==> config.mk <==
export PLATFORM = sky130hd
export DESIGN_NAME = dst_adjuster
export DESIGN_NICKNAME = d
export VERILOG_FILES = /design/src/rtl/dst_pkg.sv /design/src/rtl/dst_regfile.sv /design/src/rtl/dst_week_calc.sv /design/src/rtl/dst_rule_match.sv /design/src/rtl/dst_adjuster.sv
export SDC_FILE = /design/constraint.sdc
export NUM_CORES = 1
export LEC_CHECK = 0
export ABC_AREA = 1
export BUFFER_PORTS_ARGS = -buffer_cell sky130_fd_sc_hd__buf_2
export CORE_MARGIN = 2
export CORE_UTILIZATION = 50
export DETAILED_ROUTE_END_ITERATION = 6
export PLACE_DENSITY = 0.76
export RECOVER_POWER = 100
export SLEW_MARGIN = 20
export SYNTH_ARGS = -nofsm -noshare
export SYNTH_HDL_FRONTEND = slang
export SYNTH_SLANG_ARGS = --single-unit
==> constraint.sdc <==
create_clock -name clk -period 2.55 [get_ports clk]
set_clock_uncertainty 0.1 [all_clocks]
set_input_delay 0.255 -clock clk [delete_from_list [all_inputs] [get_ports clk]]
set_output_delay 0.255 -clock clk [all_outputs]
set_load 0.01 [all_outputs]
==> src/rtl/dst_pkg.sv <==
// Package: shared constants, register indices, reset values and the rule type
// for the daylight saving time adjuster. Assumes 8-bit BCD clock fields.
package dst_pkg;
    localparam int REG_W    = 8;
    localparam int NUM_REGS = 8;
    localparam int ADDR_W   = $clog2(NUM_REGS);
    localparam int RULE_REGS = 4;

    // Register slot within one rule
    localparam int SLOT_MON  = 0;
    localparam int SLOT_DAY  = 1;
    localparam int SLOT_DATE = 2;
    localparam int SLOT_HOUR = 3;

    // Rule base addresses
    localparam int SPRING_BASE = 0;
    localparam int AUTUMN_BASE = SPRING_BASE + RULE_REGS;

    // Bit positions
    localparam int EN_BIT     = 7;
    localparam int DAYSEL_BIT = 6;
    localparam int FMT_BIT    = 7;

    typedef struct packed {
        logic [REG_W-1:0] mon;
        logic [REG_W-1:0] day;
        logic [REG_W-1:0] date;
        logic [REG_W-1:0] hour;
    } dst_rule_t;

    // Reset value of each register
    function automatic logic [REG_W-1:0] reg_default(input int idx);
        case (idx)
            SPRING_BASE + SLOT_MON:  return 8'h04;
            SPRING_BASE + SLOT_DAY:  return 8'h48;
            SPRING_BASE + SLOT_DATE: return 8'h01;
            SPRING_BASE + SLOT_HOUR: return 8'h02;
            AUTUMN_BASE + SLOT_MON:  return 8'h10;
            AUTUMN_BASE + SLOT_DAY:  return 8'h00;
            AUTUMN_BASE + SLOT_DATE: return 8'h01;
            AUTUMN_BASE + SLOT_HOUR: return 8'h02;
            default:                 return '0;
        endcase
    endfunction
endpackage

==> src/rtl/dst_regfile.sv <==
// Register file: NUM_REGS byte registers with per-index reset values.
// Writes land on the clock edge; the read port is combinational.
// Assumes the address is always in range (NUM_REGS is a power of two).
module dst_regfile
    import dst_pkg::*;
#(
    parameter int N  = NUM_REGS,
    parameter int W  = REG_W,
    parameter int AW = ADDR_W
) (
    input  logic                  clk,
    input  logic                  rst_n,
    input  logic [AW-1:0]         addr,
    input  logic                  wr,
    input  logic [W-1:0]          wdata,
    output logic [W-1:0]          rdata,
    output logic [N-1:0][W-1:0]   regs_o
);
    logic [N-1:0][W-1:0] regs_q;

    for (genvar i = 0; i < N; i++) begin : g_reg
        // Hold one register: reset value or written byte
        always_ff @(posedge clk) begin
            if (!rst_n)
                regs_q[i] <= W'(reg_default(i));
            else if (wr && addr == AW'(i))
                regs_q[i] <= wdata;
        end
    end

    // Read mux
    always_comb rdata = regs_q[addr];

    assign regs_o = regs_q;
endmodule

==> src/rtl/dst_week_calc.sv <==
// Week-of-month from a BCD date: (date-1)/7+1, giving 1..5.
// A date of 00 yields week 0, which matches no valid programmed week.
module dst_week_calc (
    input  logic [7:0] date_bcd,
    output logic [2:0] week
);
    logic [5:0] bin;

    // Convert BCD date to binary and bucket it into weeks
    always_comb begin
        bin = ({4'b0, date_bcd[5:4]} * 6'd10) + {2'b0, date_bcd[3:0]};
        if (bin == 6'd0)       week = 3'd0;
        else if (bin <= 6'd7)  week = 3'd1;
        else if (bin <= 6'd14) week = 3'd2;
        else if (bin <= 6'd21) week = 3'd3;
        else if (bin <= 6'd28) week = 3'd4;
        else                   week = 3'd5;
    end
endmodule

==> src/rtl/dst_rule_match.sv <==
// Calendar match for one rule: month, day (weekday-in-week or fixed date)
// and hour including the 12/24 format bit. Purely combinational; the caller
// qualifies the result with the tick and the top-of-hour condition.
module dst_rule_match
    import dst_pkg::*;
(
    input  dst_rule_t   rule,
    input  logic [7:0]  cur_mon,
    input  logic [2:0]  cur_dow,
    input  logic [7:0]  cur_date,
    input  logic [7:0]  cur_hour,
    output logic        hit
);
    logic [2:0] cur_week;
    logic       mon_ok, day_ok, hour_ok;

    dst_week_calc u_week (
        .date_bcd (cur_date),
        .week     (cur_week)
    );

    // Compare each field against the rule
    always_comb begin
        mon_ok  = ({3'b0, rule.mon[4:0]} == cur_mon);
        hour_ok = ({rule.hour[FMT_BIT], rule.hour[5:0]} ==
                   {cur_hour[FMT_BIT], cur_hour[5:0]});
        if (rule.day[DAYSEL_BIT])
            day_ok = (rule.day[2:0] == cur_dow) && (rule.day[5:3] == cur_week);
        else
            day_ok = ({2'b0, rule.date[5:0]} == cur_date);
        hit = mon_ok && day_ok && hour_ok;
    end
endmodule

==> src/rtl/dst_adjuster.sv <==
// Daylight saving time adjuster top. Holds the spring and autumn rules,
// checks them on each tick at minute 00 second 00, and issues one-cycle
// step requests. Spring wins when both rules match on one tick. An autumn
// latch blocks a repeat step on the same date. Assumes the time inputs are
// stable around the tick and in valid BCD.
module dst_adjuster
    import dst_pkg::*;
(
    input  logic              clk,
    input  logic              rst_n,
    input  logic              tick,
    input  logic [7:0]        cur_sec,
    input  logic [7:0]        cur_min,
    input  logic [7:0]        cur_hour,
    input  logic [2:0]        cur_dow,
    input  logic [7:0]        cur_date,
    input  logic [7:0]        cur_mon,
    input  logic [ADDR_W-1:0] reg_addr,
    input  logic              reg_wr,
    input  logic [REG_W-1:0]  reg_wdata,
    output logic [REG_W-1:0]  reg_rdata,
    output logic              hour_inc,
    output logic              hour_dec
);
    logic [NUM_REGS-1:0][REG_W-1:0] regs;
    dst_rule_t rules [2];
    logic [1:0] rule_hit;
    logic       fwd_en;
    logic       top_of_hour;
    logic       fire_fwd, fire_rev;
    logic       rev_block;
    logic [7:0] rev_date_q;

    dst_regfile u_regs (
        .clk    (clk),
        .rst_n  (rst_n),
        .addr   (reg_addr),
        .wr     (reg_wr),
        .wdata  (reg_wdata),
        .rdata  (reg_rdata),
        .regs_o (regs)
    );

    // One matcher per rule: index 0 spring, index 1 autumn
    for (genvar r = 0; r < 2; r++) begin : g_rule
        localparam int BASE = r * RULE_REGS;
        always_comb begin
            rules[r].mon  = regs[BASE + SLOT_MON];
            rules[r].day  = regs[BASE + SLOT_DAY];
            rules[r].date = regs[BASE + SLOT_DATE];
            rules[r].hour = regs[BASE + SLOT_HOUR];
        end
        dst_rule_match u_match (
            .rule     (rules[r]),
            .cur_mon  (cur_mon),
            .cur_dow  (cur_dow),
            .cur_date (cur_date),
            .cur_hour (cur_hour),
            .hit      (rule_hit[r])
        );
    end

    // Qualify the matches with enable, tick, top of hour, priority and latch
    always_comb begin
        fwd_en      = regs[SPRING_BASE + SLOT_MON][EN_BIT];
        top_of_hour = (cur_min == 8'h00) && (cur_sec == 8'h00);
        fire_fwd    = tick && fwd_en && top_of_hour && rule_hit[0];
        fire_rev    = tick && fwd_en && top_of_hour && rule_hit[1]
                      && !rev_block && !fire_fwd;
    end

    // Register the step requests
    always_ff @(posedge clk) begin
        if (!rst_n) begin
            hour_inc <= 1'b0;
            hour_dec <= 1'b0;
        end else begin
            hour_inc <= fire_fwd;
            hour_dec <= fire_rev;
        end
    end

    // Autumn repeat latch: set on firing, cleared once the date moves on
    always_ff @(posedge clk) begin
        if (!rst_n) begin
            rev_block  <= 1'b0;
            rev_date_q <= '0;
        end else if (fire_rev) begin
            rev_block  <= 1'b1;
            rev_date_q <= cur_date;
        end else if (rev_block && cur_date != rev_date_q) begin
            rev_block  <= 1'b0;
        end
    end
endmodule

==> impl_results.md, run 1 <==
* Status: complete, no violations
* Synthesized area per cell at 6.74 um2
* Clock transition at path regs at 0.09 ns
* Final setup fails at 0
* Vias per inst at 5.69
* Clock Sinks at 75
* Vias in the first global route at 4,463
* Synthesized Nets at about 700
* Final critical-path required period at between 2 and 2.5 ns
* Main synth FF type: dfxtp_1
* Die Span Y at 96.8 um
* Leak Pwr at about 2.2 nW
* Clock Latency Late Sink at ~0.37 ns
* Hold Crit Depth at 3
* RSZ-0062 raised after global routing: no
* PortBufs at 66
* Max rail drop VDD at between 0.0003 and 0.0004 V
* Largest family of logic cells by synthesized area: simple AND/OR/NAND/NOR gates
* Crit. End Element: flip-flop
* Die area at 9370 um2
* Max-slew violations at 0
* Initial antenna violation count at 0
* Synth async-reset ratio at 0
* CTS buffer count at 9
* Die width at 96.8 um
* Post-Route WL at 13,500 um
* Layout filler cell count at 809
* Mapped cell area at 4310 um2
* Fin crit share at 0.922
* Routed via count at 4,749
* Synth Area in Simple Gates at 0.298
* Post-Synth XOR/XNOR Area at 0.0488
* Compound-gate portion of the synthesized area at 0.214
* Crit Path Class: input port to flip-flop
* Tot GR Track Use at 0.292
* Core Rows at 33
* # IOs at 68
* Starting Density at 0.519
* Setup TNS at 0 ns
* Worst Hold Class: input port to flip-flop
* Diode count at 0
* Worst Reg-to-Reg Cells at 11
* Worst setup margin at 0.200 ns
* Post-place setup slack at -0.240 ns
* Gate count of the mapped netlist at 639
* GRT overflow at 0
* CP Max Fanout at 8
* DRC at 0
* WL per Instance at 16.2 um
* First-pass GRT wire length at 22,000 um
* Largest net degree at the start of global routing at 70
* H-Tree Level Count at 3
* Post-synthesis mux area share at 0
* Max cap viols at 0
* Pwr/cell area at 525 nW/um2
* Slew @ Worst Pin at 0.609 ns
* Clock Path Buffers at 2
* Synthesis Warnings at 0
* Critical path data required time at 2.72 ns
* CP arrival at around 2.5 ns
* Slew Limit Headroom at 0.591
* Clk root buf: clkbuf_8
* Core area at 8300 um2
* Area grow syn2layout at 19.0%
* Unique masters post-synth at 43
* Register bit total from synthesis at 75
* Final ANT Viol Nets at 0
* Drt pass-1 iters at 5
* Post-DP HPWL at 10,300 um
* Final design utilization at 0.617
* Fmax at 0.426 GHz
* Sequential area share after synthesis at 0.349
* Crit start category: input port
* # hold bufs at CTS at 0
* Routability Congestion at 0.968
* CTS tree: done
* Final hold vios at 0
* Post-layout power at 0.00269 W
* Layout cells sized above 1 at 0.170
* Initial drt markers at 407
* Post-synth EDFFs at 0
* Final net count at 786
* Area share of fa/ha/maj cells after synthesis at 0.0134
per-layer routing:
layer / vias to the layer above / GRT usage / wire length, um
met5: - / 0 / 0
met4: 0 / 0.114 / 358
met3: 28 / 0.0564 / 1340
met1: 2176 / 0.393 / 5720
met2: 229 / 0.465 / 6120
li1: 2316 / - / -
kinds of logic (layout without fill, tap and decap cells):
group | count (synthesis) | count (layout)
and+or+nand+nor | 295 | 295
buffers and inverters | 88 | 178
adders and majority gates | 4 | 4
DFF | 75 | 75
AOI/OAI and AO/OA | 153 | 153
xor gates and xnor gates | 24 | 24
critical path, cell delays in order:
cell and delay [ns]:
buf_2 0.11, ha_1 0.20, inv_1 0.07, fa_2 0.46, or2_0 0.23, o21ai_1 0.14
nand2_1 0.07, nand2_1 0.06, nand2_1 0.06, nand2_2 0.08, nand2_1 0.08, nand2_2 0.08
nand3_4 0.09, a21oi_4 0.18, buf_12 0.14, nand3_2 0.07, nand2_1 0.07, nor2_1 0.05
state kept, by name, indices dropped and copies added, names as in the netlist:
signal         count
u_regs.regs_o     64
rev_date_q         8
hour_inc           1
rev_block          1
hour_dec           1
power by group:
| group | internal [W] | leakage, nW | switching, W |
|---|---|---|---|
| Sequential | 0.00121 | 0.609 | 0.0000306 |
| Clock | 0.000473 | 0.108 | 0.000511 |
| Combinational | 0.000172 | 1.51 | 0.000297 |
| Total | 0.00185 | 2.23 | 0.000838 |
synth_stat cells (2+ instances only):
library cell,instances,area share
nand4_1,10,0.015
a21oi_4,3,0.011
or4_1,2,0.0035
nor2_1,118,0.10
o21ai_0,71,0.083
buf_1,3,0.0026
a221oi_1,8,0.016
clkbuf_1,14,0.012
o21ai_2,2,0.0041
nand3_1,27,0.031
o2111ai_1,8,0.016
a22oi_1,2,0.0035
a21oi_1,34,0.040
o211ai_1,6,0.010
o22ai_1,9,0.013
ha_1,3,0.0087
clkinv_1,5,0.0044
nor3b_1,2,0.0035
or2_2,5,0.0073
o21ai_1,2,0.0023
nand2_2,9,0.013
nor3_1,7,0.0081
o21bai_1,2,0.0035
xnor2_1,10,0.020
inv_1,64,0.056
nand2_1,100,0.087
xor2_1,14,0.028
nor4_1,10,0.015
dfxtp_1,75,0.35
through the flow:
step	hold slack, ns	instance area (um2)	std cells
2_1_floorplan	0.281	4310	639
3_3_place_gp	0.354	4880	817
3_5_place_dp	0.360	4880	817
4_1_cts	0.0455	5090	833
5_1_grt	0.0940	5120	834
6_report	0.0760	5120	834
layout by cell type, fill, tap and decap left out, types with 7 or more instances in the layout:
master,count
nor2_1,118
nand2_1,99
dfxtp_1,75
o21ai_0,71
inv_1,63
buf_2,53
a21oi_1,33
nand3_1,21
clkbuf_1,19
buf_4,18
xor2_1,14
nand4_1,10
nor4_1,10
xnor2_1,10
o22ai_1,9
clkbuf_8,9
a221oi_1,8
o2111ai_1,8
nand2_2,8
nor3_1,7
cell type report:
type / count / area [um2] / area share
Inverter: 71 / 269 / 0.0525
Clock inverter: 7 / 83.8 / 0.0164
Clock buffer: 9 / 124 / 0.0242
Tap cell: 105 / 131 / 0.0256
Multi-Input combinational cell: 476 / 2520 / 0.492
Sequential cell: 75 / 1500 / 0.293
Timing Repair Buffer: 91 / 492 / 0.0960
path summary, 6_finish.rpt:
path                             to  slack (ns)              start
setup / recovery      rev_date_q[7]        0.20        cur_date[1]
hold reg to reg   u_regs.regs_o[55]        0.37  u_regs.regs_o[55]
hold / removal        rev_date_q[4]        0.08              rst_n
setup reg to reg      rev_date_q[3]        0.27  u_regs.regs_o[58]
repair_timing:
| item | CTS | global route |
|---|---|---|
| setup endpoints to repair | 0 | 8 |
| resized for setup | 0 | 13 |
| setup buffers | 0 | 1 |
Power figures use the tool's default switching activity.
==> inputs of run 2 (changes only) <==
--- a/config.mk
+++ b/config.mk
@@ -7,10 +7,12 @@
 export LEC_CHECK = 0
 export ABC_AREA = 1
 export BUFFER_PORTS_ARGS = -buffer_cell sky130_fd_sc_hd__buf_2
+export CELL_PAD_IN_SITES_DETAIL_PLACEMENT = 1
+export CELL_PAD_IN_SITES_GLOBAL_PLACEMENT = 2
 export CORE_MARGIN = 2
-export CORE_UTILIZATION = 50
+export CORE_UTILIZATION = 31
 export DETAILED_ROUTE_END_ITERATION = 6
-export PLACE_DENSITY = 0.76
+export PLACE_DENSITY = 0.84
 export RECOVER_POWER = 100
 export SLEW_MARGIN = 20
 export SYNTH_ARGS = -nofsm -noshare
==> impl_results.md, run 2 (synthesized netlist as in run 1, its figures left out) <==
* Sequential Power Share at 0.384 (-0.076)
* Pwr/cell area at 590 nW/um2 (+12%)
* Largest net degree at the start of global routing at 50 (-29%)
* Clk root buf: clkbuf_16
* Clock power share at 0.457 (+0.091)
* Critical path data required time at 2.68 ns (-0.04 ns)
* Layout filler cell count at 1,790 (+120%)
* CP Max Fanout at 8 (unchanged)
* Clock Path Buffers at 2 (unchanged)
* Metal2 WL at 7980 um (+30%)
* Starting Density at 0.314 (-0.205)
* Clock Latency Late Sink at 0.34 ns (-0.03 ns)
* Max Used Layer: met4
* First-pass GRT wire length at 25,900 um (+18%)
* Layout cells sized above 1 at 0.192 (+0.0217)
* Post-Route M1 WL at 7780 um (+36%)
* PortBufs at 66 (unchanged)
* Final non-filler cell total at 915 (+9.7%)
* Max rail drop VDD at 0.000297 V (-21%)
* H-Tree Level Count at 3 (unchanged)
* Final ANT Viol Nets at 0 (unchanged)
* Leak Pwr at 2.32 nW (+4.4%)
* Area grow syn2layout at 27.1%
* Initial antenna violation count at 0 (unchanged)
* Die width at 122 um (+26%)
* Final setup fails at 0 (unchanged)
* Die area at 14,800 um2 (+58%)
* Most common cell after layout, fill and taps aside: nor2_1
* Critical R2R Launch: u_regs.regs_o[10]
* Drt pass-1 iters at 5 (unchanged)
* Crit Path Class: input port to flip-flop
* Status: complete, no violations
* CTS tree: done
* Slew @ Worst Pin at 0.610 ns (+0.000913 ns)
* Max cap viols at 0 (unchanged)
* Initial drt markers at 315 (-23%)
* Sw Share at 0.269 (-0.0426)
* Largest register FFs at 64 (unchanged)
* Final hold vios at 0 (unchanged)
* WL per Instance at 18.3 um (+13%)
* DRC at 0 (unchanged)
* Fin crit share at 0.960 (+0.0381)
* Vias per inst at 5.28 (-7.3%)
* Inst Count DP at 896 (+9.7%)
* Crit start category: input port
* Crit path launch: cur_date[4]
* Fmax at 0.409 GHz (-4.0%)
* Final net count at 792 (+0.76%)
* GRT overflow at 0 (unchanged)
* Core Rows at 43 (+30%)
* CP arrival at 2.57 ns (+0.05 ns)
* Post-DP HPWL at 13,000 um (+26%)
* Slew Limit Headroom at 0.583 (-0.00801)
* Post-Route WL at 16,800 um (+24%)
* P_int at 0.00236 W (+28%)
* Most frequent cells in the layout: 118 x nor2_1, 96 x nand2_1, 75 x dfxtp_1, 70 x o21ai_0, 61 x inv_1
* Comb pwr share at 0.159 (-0.015)
* Hold path startpoint: reg_wdata[4]
* # IOs at 68 (unchanged)
* Final critical-path required period at 2.45 ns (+0.0971 ns)
* Core area at 13,700 um2 (+65%)
* Max-slew violations at 0 (unchanged)
* Hold Crit Depth at 3 (unchanged)
* Worst Hold Class: input port to flip-flop
* Vias in the first global route at 4,843 (+8.5%)
* Routability Congestion at 0.952 (-1.7%)
* DR WL met3 at 754 um (-44%)
* Crit. End Element: flip-flop
* Routed via count at 4,831 (+1.7%)
* CTS buffer count at 9 (unchanged)
* Die Span Y at 122 um (+26%)
* Post-layout power at 0.00323 W (+20%)
* Clock transition at path regs at 0.06 ns (-0.03 ns)
* Clock Sinks at 75 (unchanged)
* Tot GR Track Use at 0.230 (-0.0626)
* Diode count at 0 (unchanged)
* Worst Reg-to-Reg Cells at 9 (-2)
* P_sw at 0.000870 W (+3.7%)
==> run 2: layout make-up <==
| type | count | area [um2] | area share |
|---|---|---|---|
| sequential | 75 | 1500 | 0.274 |
| timing repair buffer | 96 | 553 | 0.101 |
| tap | 180 | 225 | 0.0412 |
| inverter | 71 | 269 | 0.0492 |
| multi-input combinational | 477 | 2570 | 0.470 |
| clock inverter | 3 | 67.6 | 0.0124 |
| clock buffer | 13 | 280 | 0.0512 |
==> run 2: metal layers <==
metal / vias up / GRT usage
met2: 109 / 0.391
met4: 0 / 0.0596
met1: 2366 / 0.301
li1: 2335 / -
met5: - / 0
met3: 21 / 0.0379
==> run 2: worst paths after layout <==
kind | end | slack [ns]
worst min register to register | u_regs.regs_o[37] | 0.37
worst max register to register | rev_date_q[5] | 0.29
worst max-delay path | rev_date_q[5] | 0.10
worst min-delay path | u_regs.regs_o[36] | 0.18
==> run 2: per-stage QoR <==
step / setup WS [ns] / cell area (um2) / setup TNS, ns / hold slack, ns / util
after floorplan: 0.185 / 4310 / 0 / 0.281 / -
after global placement: -0.129 / 5020 / -1.24 / 0.352 / 0.366
after detailed placement: -0.307 / 5020 / -2.92 / 0.362 / 0.366
after CTS: 0.0388 / 5370 / 0 / 0.170 / 0.391
after global routing: -0.0253 / 5470 / -0.134 / 0.180 / 0.399
final: 0.103 / 5470 / 0 / 0.178 / 0.399
==> run 2: repair_timing <==
action	in CTS	in global routing
setup endpoints to repair	0	11
resized for setup	0	27
hold buffers	0	0
buffers inserted	0	2
==> run 2: critical path: stages <==
cell and delay (ns):
buf_4 0.10, ha_4 0.13, inv_2 0.04, fa_2 0.37, inv_2 0.09, nand2_4 0.06, a21oi_4 0.19, inv_2 0.06
nand4_1 0.12, nand2_2 0.08, nand2_1 0.07, nand2_1 0.05, nand2_2 0.11, nand2_2 0.06, nand2_2 0.09, nand3_4 0.13
a21oi_4 0.21, buf_12 0.15, nand3_2 0.06, nand2_1 0.07, nor2_1 0.05
==> run 2: power groups by stage <==
stage               Sequential [W]  Combinational, W  Clock (W)
finish                     0.00124          0.000513    0.00148
global route               0.00124          0.000567    0.00156
CTS                        0.00124          0.000491    0.00150
detailed placement         0.00127          0.000487          0
global placement           0.00126          0.000464          0
floorplan                  0.00125          0.000284          0
==> inputs of run 3 (changes only) <==
--- a/config.mk
+++ b/config.mk
@@ -9,6 +9,7 @@
 export BUFFER_PORTS_ARGS = -buffer_cell sky130_fd_sc_hd__buf_2
 export CELL_PAD_IN_SITES_DETAIL_PLACEMENT = 1
 export CELL_PAD_IN_SITES_GLOBAL_PLACEMENT = 2
+export CORE_ASPECT_RATIO = 2
 export CORE_MARGIN = 2
 export CORE_UTILIZATION = 31
 export DETAILED_ROUTE_END_ITERATION = 6
==> impl_results.md, run 3 (synthesized netlist as in run 1, its figures left out) <==
* Post-Route WL at 15,800 um (-5.5%)
* # hold bufs at CTS at 0 (unchanged)
* Starting Density at 0.313 (-0.000429)
* Worst setup margin at 0.194 ns (+0.0909 ns)
* Vias per inst at 5.36 (+1.5%)
* Core area at 13,700 um2 (+0.14%)
* Fin crit share at 0.924 (-0.0357)
* CP Cell Sequence: buf_4 -> ha_4 -> inv_2 -> fa_2 -> or2_0 -> o21ai_1 -> nand2_1 -> nand2_1 -> nand2_1 -> nand2_2 -> nand2_2 -> nand2_2 -> nand3_4 -> a21oi_4 -> nand3_1 -> nand2_1 -> nor2_1
* Final setup fails at 0 (unchanged)
* Layout filler cell count at 1,821 (+1.7%)
* DRC at 0 (unchanged)
* Max cap viols at 0 (unchanged)
* Clock Sinks at 75 (unchanged)
* Routability Congestion at 0.866 (-9.0%)
* Routed via count at 4,761 (-1.4%)
* Fmax at 0.424 GHz (+3.9%)
* Post-DP HPWL at 12,400 um (-4.6%)
* Final hold vios at 0 (unchanged)
* # IOs at 68 (unchanged)
* Final design utilization at 0.385 (-0.0136)
* Leak Pwr at 2.28 nW (-1.8%)
* WL per Instance at 17.8 um (-2.7%)
* Initial antenna violation count at 0 (unchanged)
* Tot GR Track Use at 0.219 (-0.0110)
* Max-slew violations at 0 (unchanged)
* Final critical-path required period at 2.36 ns (-0.0909 ns)
* Crit Path Class: input port to flip-flop
* Largest net degree at the start of global routing at 60 (+20%)
* Clk root buf: clkbuf_16
* GRT overflow at 0 (unchanged)
* Final non-filler cell total at 888 (-3.0%)
* PortBufs at 66 (unchanged)
* Slew Limit Headroom at 0.305 (-0.277)
* Post-place setup slack at -0.265 ns (+0.0420 ns)
* Layout cells sized above 1 at 0.175 (-0.0167)
* CTS tree: done
* CTS buffer count at 9 (unchanged)
* Final net count at 788 (-0.51%)
* Diode count at 0 (unchanged)
* H-Tree Level Count at 3 (unchanged)
* Final ANT Viol Nets at 0 (unchanged)
* Core Rows at 61 (+42%)
* Most common cell after layout, fill and taps aside: nor2_1
* Crit. End Element: flip-flop
* Setup TNS at 0 ns (unchanged)
* Clock Latency Late Sink at 0.34 ns (about the same)
* CP max stage cell: fa_2
* Most frequent cells in the layout: 118 x nor2_1, 98 x nand2_1, 75 x dfxtp_1, 71 x o21ai_0, 61 x inv_1
* Crit-path max cell delay at 0.46 ns (+0.09 ns)
* Inst Count DP at 871 (-2.8%)
* Multi-input gate area at 2540 um2 (-1.4%)
* Register Area at 1500 um2 (unchanged)
* CP Max Fanout at 8 (unchanged)
* Die area at 14,900 um2 (+0.38%)
* Slew @ Worst Pin at 1.04 ns (+0.432 ns)
* Worst Hold Class: input port to flip-flop
* Initial drt markers at 249 (-21%)
* Clock Path Buffers at 2 (unchanged)
* Max rail drop VDD at 0.000398 V (+34%)
* Crit start category: input port
* Pwr/cell area at 556 nW/um2 (-5.9%)
* Critical path data required time at 2.69 ns (about the same)
* Area grow syn2layout at 22.9%
* CP arrival at 2.50 ns (-0.07 ns)
* Status: complete, no violations
* Largest register FFs at 64 (unchanged)
* Vias in the first global route at 4,763 (-1.7%)
* First-pass GRT wire length at 24,800 um (-4.2%)
* Die Span Y at 171 um (+40%)
* Most frequent cell on the critical path: nand2_1
* Clock transition at path regs at 0.06 ns (about the same)
* Die width at 87.3 um (-28%)
* Drt pass-1 iters at 5 (unchanged)
run 3: changes by cell type in the layout (fill, tap and decap cells not counted), moves of 3 or more:
cell and change:
nand2_2 -4, clkinv_2 +3, nand3_2 -5, nand3_1 +5, clkbuf_8 -3
run 3: path summary, 6_finish.rpt:
| kind | from | endpoint | slack, ns | depth (start not counted) |
|---|---|---|---|---|
| max | cur_date[1] | rev_date_q[2] | 0.19 | 17 |
| min | rst_n | u_regs.regs_o[14] | 0.14 | 2 |
| max reg2reg | u_regs.regs_o[58] | rev_block | 0.45 | 12 |
| min reg2reg | u_regs.regs_o[37] | u_regs.regs_o[37] | 0.37 | 2 |
run 3: final cells by class:
type / instances / area share
Clock inverter: 6 / 0.00733
Tap cell: 157 / 0.0371
Sequential cell: 75 / 0.284
Clock buffer: 10 / 0.0452
Timing Repair Buffer: 93 / 0.0960
Multi-Input combinational cell: 476 / 0.480
Inverter: 71 / 0.0508
run 3: stage by stage:
stage	hold WS, ns	area, um2	power (W)
final	0.144	5290	0.00294
after global routing	0.171	5290	0.00307
after CTS	0.147	5240	0.00294
after detailed placement	0.356	4960	0.00174
after global placement	0.348	4960	0.00172
after floorplan	0.281	4310	0.00154
run 3: timing repair:
item / CTS / global route
resized for setup: 0 / 20
setup endpoints to repair: 0 / 10
buffers inserted: 0 / 1
run 3: metal layers:
metal / track usage / vias up / wire length (um)
met5: 0 / - / 0
met4: 0.0816 / 0 / 376
met2: 0.391 / 107 / 8340
li1: - / 2315 / -
met3: 0.0232 / 27 / 545
met1: 0.262 / 2312 / 6580
run 3: power breakdown:
part	switching, W	leakage, nW	internal (W)	total [W]
registers	0.0000334	0.609	0.00121	0.00124
logic	0.000307	1.54	0.000181	0.000488
clock network	0.000528	0.135	0.000683	0.00121
run 3: worst max-delay path, delay by kind of cell:
| kind | cells | cell delay [ns] |
|---|---|---|
| AO/OA/AOI/OAI | 2 | 0.42 |
| adder cells (fa/ha/maj) | 2 | 0.61 |
| buffers and inverters | 2 | 0.17 |
| AND/OR/NAND/NOR | 11 | 1.03 |
